`config.mk`:
```
export PLATFORM = sky130hd
export DESIGN_NAME = capbuf_top
export DESIGN_NICKNAME = d
export VERILOG_FILES = /design/src/rtl/capbuf_pkg.sv /design/src/rtl/capbuf_pack.sv /design/src/rtl/capbuf_store.sv /design/src/rtl/capbuf_regs.sv /design/src/rtl/capbuf_top.sv
export SDC_FILE = /design/constraint.sdc
export NUM_CORES = 2
export LEC_CHECK = 0
export BUFFER_PORTS_ARGS = -buffer_cell sky130_fd_sc_hd__buf_4
export CORE_UTILIZATION = 57
export DETAILED_ROUTE_END_ITERATION = 10
export PLACE_DENSITY = 0.76
export SYNTH_ARGS = -nofsm -noshare
export SYNTH_HDL_FRONTEND = slang
export SYNTH_SLANG_ARGS = --single-unit
```
`constraint.sdc`:
```
create_clock -name clk -period 3.96 [get_ports clk]
set_input_delay 0.198 -clock clk [delete_from_list [all_inputs] [get_ports clk]]
set_output_delay 0.198 -clock clk [all_outputs]
set_load 0.01 [all_outputs]
```
`src/rtl/capbuf_pkg.sv`:
```
package capbuf_pkg;
  localparam int REG_W = 16;
  localparam int SMP_W = 24;

  localparam logic [2:0] ADDR_DATA = 3'd0;
  localparam logic [2:0] ADDR_WPTR = 3'd1;
  localparam logic [2:0] ADDR_RPTR = 3'd2;
  localparam logic [2:0] ADDR_CTRL = 3'd3;
  localparam logic [2:0] ADDR_STAT = 3'd4;
  localparam logic [2:0] ADDR_IEN  = 3'd5;

  typedef enum logic [1:0] {FMT16 = 2'd0, FMT18 = 2'd1, FMT20 = 2'd2, FMT24 = 2'd3} fmt_e;
endpackage

```
`src/rtl/capbuf_pack.sv`:
```
module capbuf_pack
  import capbuf_pkg::*;
(
  input  fmt_e               fmt,
  input  logic [SMP_W-1:0]   din,
  output logic [REG_W-1:0]   lo_word,
  output logic [REG_W-1:0]   hi_word,
  output logic               two_words
);
  logic [SMP_W-1:0] keep;

  always_comb begin
    case (fmt)
      FMT16:   keep = {{(SMP_W-16){1'b0}}, {16{1'b1}}};
      FMT18:   keep = {{(SMP_W-18){1'b0}}, {18{1'b1}}};
      FMT20:   keep = {{(SMP_W-20){1'b0}}, {20{1'b1}}};
      default: keep = {SMP_W{1'b1}};
    endcase
  end

  logic [SMP_W-1:0] trimmed;
  assign trimmed   = din & keep;
  assign lo_word   = trimmed[REG_W-1:0];
  assign hi_word   = {{(2*REG_W-SMP_W){1'b0}}, trimmed[SMP_W-1:REG_W]};
  assign two_words = (fmt != FMT16);
endmodule

```
`src/rtl/capbuf_store.sv`:
```
module capbuf_store
  import capbuf_pkg::*;
#(
  parameter int DEPTH = 64,
  localparam int AW = $clog2(DEPTH)
) (
  input  logic             clk,
  input  logic             rst_n,
  input  logic             clr,
  input  logic             push,
  input  logic             two_words,
  input  logic [REG_W-1:0] lo_word,
  input  logic [REG_W-1:0] hi_word,
  input  logic             pop,
  output logic [REG_W-1:0] head_word,
  output logic [AW-1:0]    wptr,
  output logic [AW-1:0]    rptr,
  output logic [AW:0]      cnt,
  output logic [AW:0]      cnt_nxt,
  output logic             drop
);
  logic [REG_W-1:0] mem [DEPTH];
  logic [AW+1:0]    free_words;
  logic [AW+1:0]    need;
  logic             accept;
  logic             pop_ok;

  assign free_words = (AW+2)'(DEPTH) - {1'b0, cnt};
  assign need       = two_words ? (AW+2)'(2) : (AW+2)'(1);
  assign accept     = push && !clr && (free_words >= need);
  assign drop       = push && !clr && !accept;
  assign pop_ok     = pop && !clr && (cnt != '0);
  assign head_word  = (cnt != '0) ? mem[rptr] : '0;

  always_comb begin
    cnt_nxt = cnt;
    if (clr) cnt_nxt = '0;
    else begin
      if (accept) cnt_nxt = cnt_nxt + need[AW:0];
      if (pop_ok) cnt_nxt = cnt_nxt - (AW+1)'(1);
    end
  end

  always_ff @(posedge clk) begin
    if (accept) begin
      mem[wptr] <= lo_word;
      if (two_words) mem[wptr + AW'(1)] <= hi_word;
    end
  end

  always_ff @(posedge clk or negedge rst_n) begin
    if (!rst_n) begin
      wptr <= '0;
      rptr <= '0;
      cnt  <= '0;
    end else begin
      cnt <= cnt_nxt;
      if (clr) begin
        wptr <= '0;
        rptr <= '0;
      end else begin
        if (accept) wptr <= wptr + need[AW-1:0];
        if (pop_ok) rptr <= rptr + AW'(1);
      end
    end
  end
endmodule

```
`src/rtl/capbuf_regs.sv`:
```
module capbuf_regs
  import capbuf_pkg::*;
#(
  parameter int DEPTH = 64,
  localparam int AW = $clog2(DEPTH)
) (
  input  logic             clk,
  input  logic             rst_n,
  input  logic [2:0]       reg_addr,
  input  logic             reg_wr,
  input  logic [3:0]       wdata,
  input  logic             ext_evt,
  input  logic             drop,
  input  logic [AW:0]      cnt,
  input  logic [AW:0]      cnt_nxt,
  output logic             rec,
  output fmt_e             fmt,
  output logic             clr,
  output logic [2:0]       status,
  output logic [3:0]       ien,
  output logic             irq
);
  logic [AW:0] thr;
  logic        lvl_evt;
  logic [2:0]  set_bits;
  logic [2:0]  w1c_bits;
  logic [2:0]  en_bits;

  always_comb begin
    case (ien[1:0])
      2'd1:    thr = (AW+1)'(DEPTH / 8);
      2'd2:    thr = (AW+1)'(DEPTH / 4);
      default: thr = (AW+1)'(DEPTH / 2);
    endcase
  end

  assign clr      = reg_wr && (reg_addr == ADDR_CTRL) && wdata[1];
  assign lvl_evt  = (ien[1:0] != 2'd0) && (cnt < thr) && (cnt_nxt >= thr);
  assign set_bits = {ext_evt, drop, lvl_evt};
  assign w1c_bits = (reg_wr && reg_addr == ADDR_STAT) ? wdata[2:0] : 3'b000;
  assign en_bits  = {ien[3], ien[2], ien[1:0] != 2'd0};
  assign irq      = |(status & en_bits);

  always_ff @(posedge clk or negedge rst_n) begin
    if (!rst_n) begin
      rec    <= 1'b0;
      fmt    <= FMT16;
      ien    <= '0;
      status <= '0;
    end else begin
      if (reg_wr && reg_addr == ADDR_CTRL) begin
        rec <= wdata[0];
        fmt <= fmt_e'(wdata[3:2]);
      end
      if (reg_wr && reg_addr == ADDR_IEN) ien <= wdata[3:0];
      if (clr) status <= '0;
      else     status <= (status & ~w1c_bits) | set_bits;
    end
  end
endmodule

```
`src/rtl/capbuf_top.sv`:
```
module capbuf_top
  import capbuf_pkg::*;
#(
  parameter int DEPTH = 64,
  localparam int AW = $clog2(DEPTH)
) (
  input  logic        clk,
  input  logic        rst_n,
  input  logic        smp_valid,
  output logic        smp_ready,
  input  logic [23:0] smp_data,
  input  logic        ext_evt,
  input  logic [2:0]  reg_addr,
  input  logic        reg_wr,
  input  logic        reg_rd,
  input  logic [15:0] reg_wdata,
  output logic [15:0] reg_rdata,
  output logic        irq
);
  logic             rec, clr, drop, two_words, push, pop;
  fmt_e             fmt;
  logic [2:0]       status;
  logic [3:0]       ien;
  logic [REG_W-1:0] lo_word, hi_word, head_word;
  logic [AW-1:0]    wptr, rptr;
  logic [AW:0]      cnt, cnt_nxt;
  logic [11:0]      wdata_hi_unused;

  assign wdata_hi_unused = reg_wdata[15:4];
  assign smp_ready = rec;
  assign push      = smp_valid && rec;
  assign pop       = reg_rd && (reg_addr == ADDR_DATA);

  capbuf_pack u_pack (
    .fmt(fmt), .din(smp_data), .lo_word(lo_word), .hi_word(hi_word), .two_words(two_words)
  );

  capbuf_store #(.DEPTH(DEPTH)) u_store (
    .clk(clk), .rst_n(rst_n), .clr(clr), .push(push), .two_words(two_words),
    .lo_word(lo_word), .hi_word(hi_word), .pop(pop), .head_word(head_word),
    .wptr(wptr), .rptr(rptr), .cnt(cnt), .cnt_nxt(cnt_nxt), .drop(drop)
  );

  capbuf_regs #(.DEPTH(DEPTH)) u_regs (
    .clk(clk), .rst_n(rst_n), .reg_addr(reg_addr), .reg_wr(reg_wr), .wdata(reg_wdata[3:0]),
    .ext_evt(ext_evt), .drop(drop), .cnt(cnt), .cnt_nxt(cnt_nxt), .rec(rec), .fmt(fmt),
    .clr(clr), .status(status), .ien(ien), .irq(irq)
  );

  always_comb begin
    case (reg_addr)
      ADDR_DATA: reg_rdata = head_word;
      ADDR_WPTR: reg_rdata = REG_W'(wptr);
      ADDR_RPTR: reg_rdata = REG_W'(rptr);
      ADDR_CTRL: reg_rdata = {12'b0, fmt, 1'b0, rec};
      ADDR_STAT: reg_rdata = {13'b0, status};
      ADDR_IEN:  reg_rdata = {12'b0, ien};
      default:   reg_rdata = '0;
    endcase
  end
endmodule

```
==> impl_metrics.ini <==
[timing]
fin_crit_ns = 4.02
setup-violations-final = 3
slew_headroom_pct = 8.86
finClkSkew_ns = 0.0304
timing.hold.ws_ns = 0.0173
worst_pin_slew_ns = 1.35
drv_slew = 0
hold_viol = 0
max_freq_mhz = 249
period_share_pct = 102
setup_tns_ns = -0.116
worst_slack_ns = -0.0639
rsz0062_at_grt = true

[layout]
antenna-diode-count = 0
syn_to_final_growth_pct = 12.7
nets = 4971
fillers = 6667
fin_cells = 6158
final_layout_size_suffix_gt1_share_pct = 17.4

[logic_synthesis]
ys_seq_area_share_pct = 51.9
synthFlopType = edfxtp_1
synth_cell_type_count = 65
ys_warn_count = 0
synth_area_mm2 = 0.0507
syn_nets = 4967
syn_inst = 4899
synth_enable_flop_cells = 512
ys_ff_latch = 1053
synthArstFlopShare_pct = 2.75
avgSynthCellArea_um2 = 10.4

[critical_path]
worstPathRequired_ns = 3.76
rrSetupSlack_ns = 0.11
worstSetupPathType = register to primary output
path_cells = buf_6 -> and2_2 -> buf_4 -> a21oi_1 -> o21ai_0 -> o22ai_1 -> a211oi_1 -> buf_4 -> a21oi_1 -> a211oi_2 -> buf_4
cp_top_family = compound AO/OA/AOI/OAI gates
critPathLaunchType = register
cp.buffers_inverters = 4
end_kind = primary output
cp_slowest_cell = a21oi_1
critical_path.max_stage_delay_ns = 0.59
crit_arrival_ns = 3.83
cp_max_fo = 18
crit_top_cell = buf_4

[clock_tree]
cts_tree = yes
cts_buffers = 106
path_clk_slew_ns = 0.06
insertion_delay_ns = 0.69
htreeDepth = 3
clockBufferDepth = 3
clkSinkCount = 1053
cts_root_buffer = clkbuf_16

[global_routing]
antenna_found_initial = 1
first_global_vias = 40600
grt.total_usage_pct = 36.2
grt_max_degree = 100
grt-ovfl-total = 0
grt_pass1_wl_mm = 248

[detailed_routing]
vias_per_cell = 6.81
wl_per_cell_um = 27.0
antenna_left = 0
drtIter0Drc = 5422
wirelength_mm = 166
vias = 41900
firstDrtPassIters = 6
drc = 0

[die]
die-area_mm2 = 0.0902
core-area_mm2 = 0.0882
start_util_pct = 57.5
rows = 109
die_height_um = 300
io_pins = 67
die_x_um = 300

[run_status]
status = finished, violations left
violations = negative setup slack

[placed_design]
numPlacedInstances = 5946
place.gp.congestion = 0.965
io_buffer_count = 54
dp_hpwl_mm = 104

[power_and_ir_drop]
p_total_mw = 31.4
p_leak_nw = 19.7
ir_drop_uv = 524
power_density_mw_per_mm2 = 549

[flow_run]
drv_cap = 0

[hold_path]
hold_class = primary input to register
[placed cells by master, fill, tap and decap left out, types with 9 or more instances in the layout]
cell,n
nand2_1,937
a21oi_1,588
a22o_1,512
edfxtp_1,512
dfxtp_1,512
buf_4,363
o21ai_0,262
mux2i_1,238
nor2_1,150
mux4_2,128
clkbuf_16,113
o22ai_1,87
mux2_2,74
o221ai_1,64
nor2_2,41
a211oi_1,35
clkbuf_1,31
a211oi_2,27
clkbuf_8,27
nand3_1,25
dfrtp_1,24
ha_1,17
buf_12,16
clkinv_2,15
nor3_1,12
inv_1,11
xor2_1,11
nor2b_1,10
xnor2_1,9
o21ai_1,9
dlygate4sd3_1,9
[cells by family after synthesis]
group | after synthesis | synth area share (%)
mux | 440 | 12.0
flops | 1053 | 51.9
buf+inv | 512 | 4.27
simple gates | 1240 | 9.99
compound gates | 1615 | 20.9
xor+xnor | 20 | 0.345
fa+ha+maj | 19 | 0.498
[state kept, by name, summed over array words and instances, names as in the netlist]
register,flops
u_store.wptr,6
u_regs.ien,4
u_store.rptr,6
u_regs.status,3
u_regs.fmt,2
u_store.cnt,7
u_regs.rec,1
u_store.mem,1024
[power breakdown]
group,internal [mW],leakage (nW),switching (mW)
registers,12.1,9.38,0.502
logic,3.14,8.52,5.31
clock network,5.99,1.77,4.31
[cell usage after synthesis (all sizes together) (2+ instances only)]
cell type | count | area (um^2)
nor2b | 12 | 75.1
a221o | 2 | 20.0
or3 | 7 | 53.8
xor2 | 11 | 96.3
nand4 | 3 | 18.8
xnor2 | 9 | 78.8
o211ai | 3 | 27.5
dfrtp | 29 | 726
buf | 213 | 1040
ha | 17 | 213
a22o | 512 | 4480
and3 | 9 | 56.3
dfxtp | 512 | 10200
o21a | 2 | 15.0
nand3b | 3 | 22.5
clkbuf | 287 | 1080
mux2 | 74 | 833
nor4b | 3 | 32.5
mux2i | 238 | 2380
o21ai | 273 | 1370
a22oi | 2 | 15.0
a21oi | 593 | 2970
a211o | 5 | 43.8
or2 | 3 | 18.8
nand3 | 27 | 140
nand2 | 938 | 3520
o22ai | 87 | 544
mux4 | 128 | 2880
a31oi | 2 | 12.5
inv | 12 | 45.0
nor3b | 5 | 37.5
nor3 | 14 | 75.1
fa | 2 | 40.0
and2 | 9 | 56.3
edfxtp | 512 | 15400
o221ai | 64 | 561
nor4 | 2 | 25.0
nor2 | 195 | 840
nand2b | 5 | 31.3
a211oi | 63 | 473
a21boi | 2 | 15.0
[path summary, 6_finish.rpt]
| check | from | endpoint | depth (start not counted) |
|---|---|---|---|
| min | reg_rd | u_store.rptr[0] | 4 |
| min in group asynchronous | rst_n | u_store.wptr[1] | 3 |
| max in group asynchronous | rst_n | u_store.rptr[0] | 4 |
| min reg2reg | u_store.mem[18][10] | u_store.mem[18][10] | 2 |
| max | u_store.rptr[2] | reg_rdata[11] | 11 |
| max reg2reg | u_store.cnt[1] | u_store.mem[55][3] | 11 |
[per-stage QoR]
step | utilization (%) | setup WS (ns) | instance area, um^2
final | 64.8 | -0.0639 | 57100
after global routing | 64.8 | -0.0445 | 57100
after CTS | 64.5 | 0.000192 | 56900
after detailed placement | 60.3 | 0.109 | 53200
after global placement | 60.3 | 0.110 | 53200
after floorplan | - | 0.287 | 50700
[routing by layer]
metal	GRT usage, %	part of all wire [%]	up-vias
li1	-	-	18200
met1	46.8	37	20300
met2	55.9	45	2916
met3	7.85	12	547
met4	21.5	6.0	2
met5	0	0.011	-
[tightest hold or removal path, cell delays in order]
cell and delay, ns:
buf_4 0.11, inv_1 0.08, or2_2 0.17, o21ai_0 0.09
[area by class of cell]
type                       instances  area, um^2  area share (%)
sequential                      1053       26400            46.1
multi-input combinational       3335       22500            39.3
clock buffer                     173        3330            5.83
timing repair buffer             395        3220            5.64
tap                             1165        1460            2.55
clock inverter                    25         243           0.425
inverter                          12        45.0          0.0788
[what timing repair did]
item | in CTS | in global routing
hold buffers | 9 | 0
gates cloned | 0 | 1
buffers inserted | 1 | 3
gates resized for setup | 21 | 41
hold endpoints to repair | 39 | 0
endpoints found under the setup margin | 16 | 155
pin swaps | 1 | 1
No activity file was read; power rests on OpenSTA's default activity.
